$ cat src/rtl/cmd_seq_pkg.sv
package cmd_seq_pkg;
  typedef enum logic [2:0] {
    ST_IDLE = 3'd0,
    ST_VEC  = 3'd1,
    ST_RESP = 3'd2,
    ST_DATA = 3'd3
  } seq_state_e;

  typedef enum logic [2:0] {
    TS_ACTIVE     = 3'd0,
    TS_CONNECT    = 3'd1,
    TS_COMPLETE   = 3'd2,
    TS_DISCONNECT = 3'd3,
    TS_BUSY       = 3'd4,
    TS_ERROR      = 3'd5
  } tgt_status_e;
endpackage

$ cat src/rtl/cmd_seq_lat.sv
module cmd_seq_lat #(
  parameter int LAT_W = 8,
  parameter int SUM_W = 16
) (
  input  logic             clk,
  input  logic             rst_n,
  input  logic             accept_i,
  input  logic             busy_i,
  input  logic             resp_i,
  output logic [LAT_W-1:0] lat_min_o,
  output logic [LAT_W-1:0] lat_max_o,
  output logic [SUM_W-1:0] lat_sum_o
);
  localparam logic [LAT_W-1:0] LAT_SAT = '1;

  logic [LAT_W-1:0] age_q;

  // age counts edges since acceptance, saturating at all ones
  always_ff @(posedge clk) begin
    if (!rst_n) begin
      age_q <= '0;
    end else if (accept_i) begin
      age_q <= LAT_W'(1);
    end else if (busy_i && age_q != LAT_SAT) begin
      age_q <= age_q + LAT_W'(1);
    end
  end

  always_ff @(posedge clk) begin
    if (!rst_n) begin
      lat_min_o <= LAT_SAT;
      lat_max_o <= '0;
      lat_sum_o <= '0;
    end else if (resp_i) begin
      if (age_q < lat_min_o) lat_min_o <= age_q;
      if (age_q > lat_max_o) lat_max_o <= age_q;
      lat_sum_o <= lat_sum_o + SUM_W'(age_q);
    end
  end
endmodule

$ cat src/rtl/cmd_seq_core.sv
module cmd_seq_core
  import cmd_seq_pkg::*;
#(
  parameter int IDX_W     = 4,
  parameter int CNT_W     = 4,
  parameter int DLY_W     = 12,
  parameter int DCNT_W    = 8,
  parameter int FAST_CYC  = 2,
  parameter int READ_CYC  = 3,
  parameter int BUSY_MULT = 50,
  parameter int TAG_BIT   = 5,
  parameter int DISC_BIT  = 2
) (
  input  logic              clk,
  input  logic              rst_n,
  input  logic              start_valid_i,
  output logic              start_ready_o,
  input  logic [IDX_W-1:0]  cmd_idx_i,
  input  logic [7:0]        cmd_tcl_i,
  input  logic [7:0]        cmd_ctrl_i,
  input  logic              reconnect_pend_i,
  input  logic [CNT_W-1:0]  dma_outstanding_i,
  input  logic              remaining_nz_i,
  input  logic [2:0]        tgt_status_i,
  input  logic              q_nonempty_i,
  input  logic [IDX_W-1:0]  q_head_i,
  output logic              dma_req_o,
  output logic              cmd_issue_o,
  output logic              q_pop_o,
  output logic              pend_we_o,
  output logic [3:0]        pend_tgt_o,
  output logic [IDX_W-1:0]  pend_idx_o,
  output logic              retire_o,
  output logic              delay_load_o,
  output logic [DLY_W-1:0]  delay_val_o,
  output logic [7:0]        ctrl_o,
  output logic [DCNT_W-1:0] disc_cnt_o,
  output logic              err_o,
  output logic              accept_o,
  output logic              resp_o,
  output seq_state_e        state_o
);
  localparam logic [DLY_W-1:0] FAST_DLY = DLY_W'(FAST_CYC);
  localparam logic [DLY_W-1:0] BUSY_DLY = DLY_W'(BUSY_MULT * READ_CYC);

  seq_state_e       state_q;
  logic [IDX_W-1:0] idx_q;
  logic [7:0]       tcl_q;
  logic [7:0]       ctrl_q;
  logic             xfer_idle;
  tgt_status_e      st;
  logic             st_known;

  assign st        = tgt_status_e'(tgt_status_i);
  assign st_known  = (tgt_status_i != 3'd0) && (tgt_status_i <= 3'd5);
  assign xfer_idle = !remaining_nz_i && (dma_outstanding_i == '0);

  assign start_ready_o = (state_q == ST_IDLE);
  assign accept_o      = start_valid_i && start_ready_o;
  assign resp_o        = (state_q == ST_RESP) && st_known;
  assign dma_req_o     = remaining_nz_i && (state_q == ST_VEC || state_q == ST_DATA);
  assign pend_tgt_o    = tcl_q[7:4];
  assign pend_idx_o    = idx_q;
  assign ctrl_o        = ctrl_q;
  assign state_o       = state_q;

  always_ff @(posedge clk) begin
    if (!rst_n) begin
      state_q      <= ST_IDLE;
      idx_q        <= '0;
      tcl_q        <= '0;
      ctrl_q       <= '0;
      cmd_issue_o  <= 1'b0;
      q_pop_o      <= 1'b0;
      pend_we_o    <= 1'b0;
      retire_o     <= 1'b0;
      delay_load_o <= 1'b0;
      delay_val_o  <= '0;
      disc_cnt_o   <= '0;
      err_o        <= 1'b0;
    end else begin
      cmd_issue_o  <= 1'b0;
      q_pop_o      <= 1'b0;
      pend_we_o    <= 1'b0;
      retire_o     <= 1'b0;
      delay_load_o <= 1'b0;
      case (state_q)
        ST_IDLE: begin
          if (start_valid_i) begin
            idx_q   <= cmd_idx_i;
            tcl_q   <= cmd_tcl_i;
            ctrl_q  <= cmd_ctrl_i;
            state_q <= ST_VEC;
          end
        end
        ST_VEC: begin
          if (xfer_idle) begin
            if (reconnect_pend_i) begin
              state_q <= ST_IDLE;
            end else begin
              cmd_issue_o <= 1'b1;
              q_pop_o     <= q_nonempty_i && (q_head_i == idx_q);
              pend_we_o   <= !ctrl_q[TAG_BIT];
              state_q     <= ST_RESP;
            end
          end
        end
        ST_RESP: begin
          case (st)
            TS_CONNECT:  state_q <= ST_DATA;
            TS_COMPLETE: begin
              retire_o <= 1'b1;
              state_q  <= ST_IDLE;
            end
            TS_ERROR: begin
              retire_o     <= 1'b1;
              delay_load_o <= 1'b1;
              delay_val_o  <= FAST_DLY;
              state_q      <= ST_IDLE;
            end
            TS_BUSY: begin
              retire_o     <= 1'b1;
              delay_load_o <= 1'b1;
              delay_val_o  <= BUSY_DLY;
              state_q      <= ST_IDLE;
            end
            TS_DISCONNECT: begin
              ctrl_q[DISC_BIT] <= 1'b1;
              disc_cnt_o       <= disc_cnt_o + DCNT_W'(1);
              delay_load_o     <= 1'b1;
              delay_val_o      <= FAST_DLY;
              state_q          <= ST_IDLE;
            end
            default: state_q <= ST_RESP;
          endcase
        end
        ST_DATA: begin
          if (xfer_idle) begin
            if (st == TS_COMPLETE) begin
              retire_o <= 1'b1;
              state_q  <= ST_IDLE;
            end else if (st == TS_DISCONNECT) begin
              delay_load_o <= 1'b1;
              delay_val_o  <= FAST_DLY;
              state_q      <= ST_IDLE;
            end
          end
        end
        default: begin
          err_o   <= 1'b1;
          state_q <= ST_IDLE;
        end
      endcase
    end
  end
endmodule

$ cat src/rtl/cmd_seq_fsm.sv
module cmd_seq_fsm
  import cmd_seq_pkg::*;
#(
  parameter int IDX_W     = 4,
  parameter int CNT_W     = 4,
  parameter int DLY_W     = 12,
  parameter int DCNT_W    = 8,
  parameter int LAT_W     = 8,
  parameter int SUM_W     = 16,
  parameter int FAST_CYC  = 2,
  parameter int READ_CYC  = 3,
  parameter int BUSY_MULT = 50
) (
  input  logic              clk,
  input  logic              rst_n,
  input  logic              start_valid_i,
  output logic              start_ready_o,
  input  logic [IDX_W-1:0]  cmd_idx_i,
  input  logic [7:0]        cmd_tcl_i,
  input  logic [7:0]        cmd_ctrl_i,
  input  logic              reconnect_pend_i,
  input  logic [CNT_W-1:0]  dma_outstanding_i,
  input  logic              remaining_nz_i,
  input  logic [2:0]        tgt_status_i,
  input  logic              q_nonempty_i,
  input  logic [IDX_W-1:0]  q_head_i,
  output logic              dma_req_o,
  output logic              cmd_issue_o,
  output logic              q_pop_o,
  output logic              pend_we_o,
  output logic [3:0]        pend_tgt_o,
  output logic [IDX_W-1:0]  pend_idx_o,
  output logic              retire_o,
  output logic              delay_load_o,
  output logic [DLY_W-1:0]  delay_val_o,
  output logic [7:0]        ctrl_o,
  output logic [DCNT_W-1:0] disc_cnt_o,
  output logic [LAT_W-1:0]  lat_min_o,
  output logic [LAT_W-1:0]  lat_max_o,
  output logic [SUM_W-1:0]  lat_sum_o,
  output logic              err_o
);
  logic       accept_w;
  logic       resp_w;
  seq_state_e state_w;

  cmd_seq_core #(
    .IDX_W(IDX_W), .CNT_W(CNT_W), .DLY_W(DLY_W), .DCNT_W(DCNT_W),
    .FAST_CYC(FAST_CYC), .READ_CYC(READ_CYC), .BUSY_MULT(BUSY_MULT),
    .TAG_BIT(5), .DISC_BIT(2)
  ) core_i (
    .clk(clk), .rst_n(rst_n),
    .start_valid_i(start_valid_i), .start_ready_o(start_ready_o),
    .cmd_idx_i(cmd_idx_i), .cmd_tcl_i(cmd_tcl_i), .cmd_ctrl_i(cmd_ctrl_i),
    .reconnect_pend_i(reconnect_pend_i), .dma_outstanding_i(dma_outstanding_i),
    .remaining_nz_i(remaining_nz_i), .tgt_status_i(tgt_status_i),
    .q_nonempty_i(q_nonempty_i), .q_head_i(q_head_i),
    .dma_req_o(dma_req_o), .cmd_issue_o(cmd_issue_o), .q_pop_o(q_pop_o),
    .pend_we_o(pend_we_o), .pend_tgt_o(pend_tgt_o), .pend_idx_o(pend_idx_o),
    .retire_o(retire_o), .delay_load_o(delay_load_o), .delay_val_o(delay_val_o),
    .ctrl_o(ctrl_o), .disc_cnt_o(disc_cnt_o), .err_o(err_o),
    .accept_o(accept_w), .resp_o(resp_w), .state_o(state_w)
  );

  cmd_seq_lat #(.LAT_W(LAT_W), .SUM_W(SUM_W)) lat_i (
    .clk(clk), .rst_n(rst_n),
    .accept_i(accept_w), .busy_i(state_w != ST_IDLE), .resp_i(resp_w),
    .lat_min_o(lat_min_o), .lat_max_o(lat_max_o), .lat_sum_o(lat_sum_o)
  );
endmodule

$ cat config.mk
export PLATFORM = sky130hd
export DESIGN_NAME = cmd_seq_fsm
export DESIGN_NICKNAME = d
export VERILOG_FILES = /design/src/rtl/cmd_seq_pkg.sv /design/src/rtl/cmd_seq_lat.sv /design/src/rtl/cmd_seq_core.sv /design/src/rtl/cmd_seq_fsm.sv
export SDC_FILE = /design/constraint.sdc
export NUM_CORES = 1
export LEC_CHECK = 0
export ABC_CLOCK_PERIOD_IN_PS = 1760
export BUFFER_PORTS_ARGS = -buffer_cell sky130_fd_sc_hd__buf_2
export CAP_MARGIN = 20
export CORE_UTILIZATION = 40
export CTS_CLUSTER_SIZE = 20
export DETAILED_ROUTE_END_ITERATION = 10
export GPL_ROUTABILITY_DRIVEN = 0
export PLACE_DENSITY = 0.68
export RECOVER_POWER = 25
export SLEW_MARGIN = 0
export SYNTH_ARGS = -nofsm -noshare
export SYNTH_HDL_FRONTEND = slang
export SYNTH_SLANG_ARGS = --single-unit
$ cat constraint.sdc
create_clock -name clk -period 1.76 [get_ports clk]
set_input_delay 0.176 -clock clk [delete_from_list [all_inputs] [get_ports clk]]
set_output_delay 0.176 -clock clk [all_outputs]
set_load 0.05 [all_outputs]
==> metrics.cfg, run 1 <==
[synthesis]
synthTopCellsByArea=dfxtp_1 39%, ha_1 9.2%, nand2_1 7.8%
async_flop_share=0
synth_top_flop_cell=dfxtp_1
netlist_area_mm2=0.00379
synth_top_area_share=0.390
synth_top_area_cell=dfxtp_1
ys_types=46
synth-seq-cells=74
synth.avg_cell_area_um2=8.25
ys_seq_area_frac=0.390
syn_inst=460
yosysWarnings=0
synth_enable_flop_cells=0

[die]
dieArea_mm2=0.00988
start_util=0.413
coreArea_mm2=0.00920
io_pins=113
die_width_um=99.4
num_rows=35
die_y_um=99.4

[cts]
numCtsBuffers=9
clock-sinks=74
cts_tree=yes
cts_hold_buf=0
clk_pin_slew_ps=90
clockBufferDepth=2
cts-root-buf=clkbuf_8
htreeDepth=3
clk_latency_ps=360

[timing]
period_needed_ps=1910
slew_headroom=0.570
worst_slew_pin_slew_ps=646
fin_crit_sh=1.09
max_freq_mhz=522
tns_ps=-1400
setup_viol=26
slew_violations=0
hold_viol_final=0
rsz0062_at_grt=true
timing.final.ws_setup_ps=-154
fin_skew_ps=9.80

[final_layout]
num-fill-cells=826
layout_commonest_cell=buf_2
multi_input_area_mm2=0.00243
drive_gt1_frac=0.374
num_antenna_cells=0
syn2layout_area_growth_pct=41.4
layout_common_cells=80 x buf_2, 75 x nand2_1, 50 x buf_4, 45 x dfxtp_1, 40 x nor2_1
ff_latch_area_mm2=0.00155
nets=676
design_area_mm2=0.00537

[min_path]
min-delay-start=cmd_idx_i[1]
hold_depth=3
hp-class=in -> reg
min_to=core_i.pend_idx_o[1]

[setup_path]
worstReg2RegEnd=lat_i.lat_sum_o[8]
cp-start-kind=register
reg2reg_setup_slack_ps=-150
crit_arrival_ps=2160
r2r_start=lat_i.lat_sum_o[0]
r2r_cells=8
worstPathMaxFanout=2
worst_ep_required_time_ps=2000
critPathCaptureType=register
path_class=reg -> reg

[status]
violations=negative setup slack
status=finished, violations left

[global_routing]
grt_max_degree=37
grt_use_total=0.207
antenna_found_initial=0
overflow=0
grt_pass1_vias=3548
grt_pass1_wl_um=16200

[power]
pwr-share-clk=0.399
p_total_uw=3520
seq_power_share=0.484
p_switching_uw=1020
switching_share=0.291
p_leak_uw=0.00229
p_int_uw=2490
comb_power_share=0.117
ir_drop_uv=364
power_density_mw_per_mm2=656

[routing]
avgViaCountPerCell=5.16
num_vias=3744
first_pass_iters=4
postRouteAntennaNets=0
wl_per_cell_um=14.1
drt_iter0_markers=128
wirelength_um=10300
drc=0

[placed_design]
dpl.hpwl_um=7140
place_area_mm2=0.00488
port_buffers=100

[flow_run]
cap_violations=0

## synth_stat cells, drive strengths merged, types with 2 or more instances
cell     number
o2111ai       2
and3          2
nand2        79
or3           6
clkbuf       14
a311oi        2
a31oi         4
nor2         41
and2          5
buf          14
ha           28
xor2         15
nor3          7
nor3b         2
nand2b        4
nand3         7
o21ai        19
a41oi         2
a211oi        6
nor2b         6
o21a          3
a21oi        38
or4           3
and4          2
dfxtp        74
xnor2         6
o211ai       12
nand4        11
inv          21
mux2i        11
## kinds of logic (layout without fill, tap and decap cells)
group	after synthesis	count (layout)	synth area share
AOI/OAI and AO/OA	96	96	0.157
xor gates and xnor gates	21	21	0.0485
adders and majority gates	29	29	0.0976
buffers and inverters	49	197	0.0610
DFF	74	74	0.390
muxes	11	11	0.0290
other	1	8	0.000988
and+or+nand+nor	179	179	0.216
## state kept, by name, indices dropped and copies added (netlist names)
name                 count
core_i.pend_idx_o        4
core_i.delay_load_o      1
lat_i.age_q              8
lat_i.lat_sum_o         16
core_i.q_pop_o           1
core_i.disc_cnt_o        8
core_i.delay_val_o       2
core_i.err_o             1
core_i.ctrl_o            8
core_i.retire_o          1
core_i.cmd_issue_o       1
core_i.pend_we_o         1
core_i.tcl_q             4
lat_i.lat_max_o          8
lat_i.lat_min_o          8
core_i.state_o           2
## per-stage QoR
stage / hold WS [ps] / setup slack [ps] / instances / utilization
6_report: 45.2 / -154 / 726 / 0.584
5_1_grt: 36.7 / -231 / 726 / 0.584
4_1_cts: 41.0 / -140 / 723 / 0.570
3_5_place_dp: 423 / -198 / 703 / 0.530
3_3_place_gp: 416 / -156 / 703 / 0.530
2_1_floorplan: 302 / -160 / 467 / -
## worst max-delay path by stage
stage | start | to | slack, ps | cells past startpoint
floorplan | lat_i.lat_min_o[5] | lat_i.lat_min_o[0] | -160 | 7
global placement | tgt_status_i[1] | lat_i.lat_sum_o[15] | -160 | 6
detailed placement | tgt_status_i[1] | lat_i.lat_max_o[3] | -200 | 8
CTS | lat_i.lat_sum_o[0] | lat_i.lat_sum_o[12] | -140 | 8
global route | lat_i.lat_sum_o[0] | lat_i.lat_sum_o[12] | -230 | 8
finish | lat_i.lat_sum_o[0] | lat_i.lat_sum_o[8] | -150 | 8
## power groups by stage
stage | Sequential [uW] | Clock, uW | Combinational [uW]
4_1_cts | 1700 | 1440 | 391
6_report | 1700 | 1400 | 410
3_5_place_dp | 1740 | 0 | 388
5_1_grt | 1710 | 1520 | 443
3_3_place_gp | 1740 | 0 | 382
2_1_floorplan | 1830 | 0 | 192
## critical path, stage by stage (launching register included)
cell and delay (ps):
dfxtp_4 360, ha_4 160, fa_2 370, a211oi_2 250
nor3_2 110, o21ai_1 210, buf_4 160, xor2_1 140
nor2_1 50
## layout make-up
cell class                 count  area share
clock buffer                   9      0.0231
clock inverter                 7      0.0156
inverter                      21      0.0156
multi-input combinational    344       0.453
sequential                    74       0.289
tap                          111      0.0259
timing repair buffer         160       0.178
## layer usage
| metal | track usage | part of all wire | routed length, um | up-vias |
|---|---|---|---|---|
| li1 | - | - | - | 1879 |
| met1 | 0.243 | 0.44 | 4470 | 1765 |
| met2 | 0.368 | 0.50 | 5160 | 87 |
| met3 | 0.0520 | 0.042 | 433 | 13 |
| met4 | 0.0667 | 0.019 | 194 | 0 |
| met5 | 0 | 0 | 0 | - |
## timing repair
action | 4_1_cts | 5_1_grt
pin swaps | 16 | 16
cloned | 0 | 0
setup buffers | 4 | 4
hold endpoints to repair | 0 | 0
resized for setup | 26 | 32
setup endpoints to repair | 26 | 29
Power figures use the tool's default switching activity.
==> run 2: changes to the inputs <==
Settings changed: CORE_MARGIN set to 2.
==> metrics.cfg, run 2 (synthesized netlist as in run 1, its figures left out) <==
[status]
status=finished, violations left
violations=negative setup slack

[routing]
wl_per_cell_um=13.6
postRouteAntennaNets=0
first_pass_iters=5
drc=0
avgViaCountPerCell=5.07
wirelength_um=10100
drt_iter0_markers=114
num_vias=3776

[timing]
rsz0062_at_grt=true
max_freq_mhz=529
whs_ps=49.9
setup_viol=17
slew_violations=0
timing.final.ws_setup_ps=-132
fin_skew_ps=9.65
period_needed_ps=1890
fin_crit_sh=1.07
hold_viol_final=0
slew_headroom=0.305
worst_slew_pin_slew_ps=1040

[power]
pwr-share-clk=0.399
p_switching_uw=1010
comb_power_share=0.112
ir_drop_uv=553
p_total_uw=3490
seq_power_share=0.488
power_density_mw_per_mm2=652
p_int_uw=2480
switching_share=0.289
p_leak_uw=0.00227

[final_layout]
num_antenna_cells=0
layout_commonest_cell=nand2_1
drive_gt1_frac=0.357
nets=677
largest_register_ffs=16
top_register=lat_i.lat_sum_o
layout_common_cells=78 x nand2_1, 76 x buf_2, 55 x buf_4, 43 x dfxtp_1, 39 x nor2_1
syn2layout_area_growth_pct=41.0

[global_routing]
antenna_found_initial=0
grt_pass1_vias=3602
grt_pass1_wl_um=16300
grt_max_degree=28
grt_use_total=0.197
overflow=0

[cts]
cts_tree=yes
clock-sinks=74
numCtsBuffers=9
cts-root-buf=clkbuf_8
cts_hold_buf=0
clockBufferDepth=2
htreeDepth=3
clk_pin_slew_ps=90
clk_latency_ps=350

[setup_path]
worstReg2RegEnd=lat_i.lat_sum_o[12]
path_class=reg -> reg
worst_ep_required_time_ps=2010
r2r_start=lat_i.lat_sum_o[0]
crit_path_cell_trace=ha_4 -> fa_2 -> a211oi_2 -> nor3_2 -> o2111ai_2 -> buf_4 -> xor2_1 -> nor2_1
crit_path_start=lat_i.lat_sum_o[0]
r2r_cells=8
critPathMaxStageDelay_ps=370
cp-start-kind=register
worstPathMaxFanout=3
critPathCaptureType=register
crit_slowest_cell=fa_2
crit_arrival_ps=2140
reg2reg_setup_slack_ps=-130

[die]
num_rows=35
dieArea_mm2=0.0103
io_pins=113
start_util=0.411
die_y_um=101
die_width_um=101
coreArea_mm2=0.00924

[placed_design]
dpl.hpwl_um=7410
port_buffers=100

[min_path]
min-delay-start=cmd_tcl_i[5]
hp-class=in -> reg
min_to=core_i.tcl_q[5]
hold_depth=3

[flow_run]
cap_violations=0

==> run 2: layout make-up <==
type / instances / area (um^2)
Multi-Input combinational cell: 344 / 2390
Clock buffer: 9 / 124
Clock inverter: 7 / 82.6
Sequential cell: 74 / 1550
Inverter: 21 / 81.3
Timing Repair Buffer: 161 / 961
Tap cell: 129 / 161
Fill cell: 838 / 3890
==> run 2: critical path: cells and delay by family, from the launching register on <==
kind | cells | cell delay, ps
and+or+nand+nor | 2 | 150
AOI/OAI and AO/OA | 2 | 480
DFF | 1 | 360
xor gates and xnor gates | 1 | 130
buffers and inverters | 1 | 150
adders and majority gates | 2 | 530
==> run 2: how the worst max path moves through the flow <==
stage,depth (start not counted),endpoint,slack (ps)
after global routing,8,lat_i.lat_sum_o[12],-220
after CTS,8,lat_i.lat_sum_o[12],-150
after floorplan,7,lat_i.lat_min_o[0],-160
final,8,lat_i.lat_sum_o[12],-130
after global placement,8,lat_i.lat_max_o[6],-190
after detailed placement,8,lat_i.lat_max_o[7],-250
==> run 2: repair_timing <==
| item | CTS | global route |
|---|---|---|
| hold endpoints to repair | 0 | 0 |
| cloned | 0 | 0 |
| setup endpoints to repair | 26 | 30 |
| resized for setup | 22 | 16 |
| pin swaps | 18 | 12 |
| setup buffers | 4 | 3 |
==> run 2: through the flow <==
step	setup TNS [ps]	std cells	cell area, um^2	setup WS [ps]	utilization
finish	-1180	745	5350	-132	0.579
global route	-2860	745	5350	-224	0.579
CTS	-998	742	5270	-147	0.570
detailed placement	-3860	722	4930	-252	0.534
global placement	-3100	722	4930	-190	0.534
floorplan	-1400	467	4000	-160	-
==> run 2: power by group through the flow <==
stage / registers, uW / clock network [uW] / logic (uW)
floorplan: 1830 / 0 / 192
global placement: 1740 / 0 / 382
detailed placement: 1740 / 0 / 390
CTS: 1710 / 1420 / 394
global route: 1710 / 1500 / 427
finish: 1700 / 1390 / 392
==> run 2: per-layer routing <==
metal  vias to the layer above  track usage  share of wire
met5                         -            0              0
met4                         0       0.0613          0.012
met3                        12       0.0428          0.061
met2                       124        0.350           0.50
met1                      1749        0.237           0.43
li1                       1891            -              -
==> run 3: changes to the inputs <==
Settings changed: PLACE_DENSITY 0.68 to 0.65, SYNTH_HIERARCHICAL set to 1.
==> metrics.cfg, run 3 <==
[status]
status=finished, violations left
violations=negative setup slack

[timing]
max_freq_mhz=532
slew_headroom=0.456
rsz0062_at_grt=true
hold_viol_final=0
timing.final.ws_setup_ps=-121
fin_crit_sh=1.07
worst_slew_pin_slew_ps=817
setup_viol=16
fin_skew_ps=8.33
slew_violations=0
period_needed_ps=1880

[global_routing]
grt_pass1_wl_um=16900
overflow=0
antenna_found_initial=0
grt_max_degree=50
grt_pass1_vias=3634
grt_use_total=0.186

[final_layout]
layout_commonest_cell=buf_2
syn2layout_area_growth_pct=36.3
top_register=lat_i/lat_sum_o
layout_common_cells=78 x buf_2, 58 x nand2_1, 52 x buf_4, 47 x dfxtp_1, 45 x nor2_1
fin_util=0.562
num_antenna_cells=0
nets=690
drive_gt1_frac=0.347
largest_register_ffs=16
layoutNonFillerInstCount=764

[die]
die_width_um=104
num_rows=36
die_y_um=104
io_pins=113
coreArea_mm2=0.00977
dieArea_mm2=0.0109
start_util=0.412

[synthesis]
synth_fa_ha_area_frac=0.0857
yosysWarnings=6
async_flop_share=0
synth_top_family_by_area=simple AND/OR/NAND/NOR gates
ys_seq_area_frac=0.368
synth.mux.area_fraction=0.0547
synth_simple_gate_area_share=0.232
synth_top_flop_cell=dfxtp_1
synthTopCellsByArea=dfxtp_1 37%, ha_1 8.1%, mux2i_1 5.5%
synth_compound_area_frac=0.157
synth_top_area_share=0.368
synth_top_area_cell=dfxtp_1
ys_types=56
synth-seq-cells=74
netlist_area_mm2=0.00403
syn_inst=476
synthXorXnorAreaFrac=0.0348
synthTopCellsByCount=74 x dfxtp_1, 58 x nand2_1, 45 x nor2_1
synth_most_common_cell=dfxtp_1
synth_enable_flop_cells=0
synth.avg_cell_area_um2=8.46

[power]
p_leak_uw=0.00239
power_density_mw_per_mm2=721
ir_drop_uv=418
p_total_uw=3960

[cts]
cts-root-buf=clkbuf_8
numCtsBuffers=9
clock-sinks=74
clk_pin_slew_ps=80
cts_tree=yes
clockBufferDepth=2
htreeDepth=3
clk_latency_ps=350
cts_hold_buf=0

[routing]
drc=0
num_vias=3800
wl_per_cell_um=13.1
wirelength_um=10000
first_pass_iters=4
postRouteAntennaNets=0
drt_iter0_markers=129
avgViaCountPerCell=4.97

[flow_run]
cap_violations=0

[placed_design]
port_buffers=100
numPlacedInstances=739
post-place-ws_ps=-155
dpl.hpwl_um=7610

[setup_path]
crit_arrival_ps=2160
worst_ep_required_time_ps=2040
path_class=reg -> reg
critPathCaptureType=register
cp-start-kind=register
worstPathMaxFanout=6
reg2reg_setup_slack_ps=-120

[min_path]
hp-class=in -> reg

-- run 3: through the flow --
| stage | setup TNS [ps] | area (um^2) | hold WS, ps |
|---|---|---|---|
| after floorplan | -1480 | 4200 | 302 |
| after global placement | -1390 | 5080 | 426 |
| after detailed placement | -2360 | 5080 | 428 |
| after CTS | -1030 | 5460 | 51.0 |
| after global routing | -2740 | 5490 | 58.3 |
| final | -723 | 5490 | 67.1 |
-- run 3: worst max-delay path, stage by stage (launching register included) --
cell and delay (ps):
dfxtp_2 370, ha_4 140, inv_2 30, fa_2 330
nor2b_2 160, o31a_1 210, o41ai_4 120, or3_1 320
a21oi_1 140
-- run 3: logic make-up after synthesis --
group / Yosys count
buffers and inverters: 57
AO/OA/AOI/OAI: 90
flip-flops: 74
AND/OR/NAND/NOR: 189
adder cells (fa/ha/maj): 27
XOR/XNOR: 16
multiplexers: 22
other: 1
-- run 3: cell type report --
cell class,instances,area (um^2)
multi-input combinational,353,2480
inverter,29,114
fill,928,4280
sequential,74,1540
clock buffer,13,201
tap,133,166
timing repair buffer,159,945
clock inverter,3,47.5
-- run 3: layer usage --
metal  track usage  share of wire
met2         0.306           0.47
met4        0.0724          0.016
met3        0.0432          0.059
met5             0              0
met1         0.234           0.46
-- run 3: final timing paths --
path | from | cells after the start | end
max | lat_i/age_q[0] | 8 | lat_i/lat_sum_o[12]
max reg2reg | lat_i/age_q[0] | 8 | lat_i/lat_sum_o[12]
min reg2reg | core_i/ctrl_o[5] | 1 | core_i/pend_we_o
min | q_nonempty_i | 3 | core_i/q_pop_o
-- run 3: power breakdown --
group / total [uW] / switching [uW] / internal, uW
registers: 1750 / 36.1 / 1710
logic: 622 / 410 / 212
clock network: 1590 / 674 / 916
total: 3960 / 1120 / 2840
-- run 3: timing repair --
| action | 4_1_cts | 5_1_grt |
|---|---|---|
| setup endpoints to repair | 26 | 28 |
| resized for setup | 15 | 12 |
| buffers inserted | 9 | 1 |
| pin swaps | 13 | 11 |
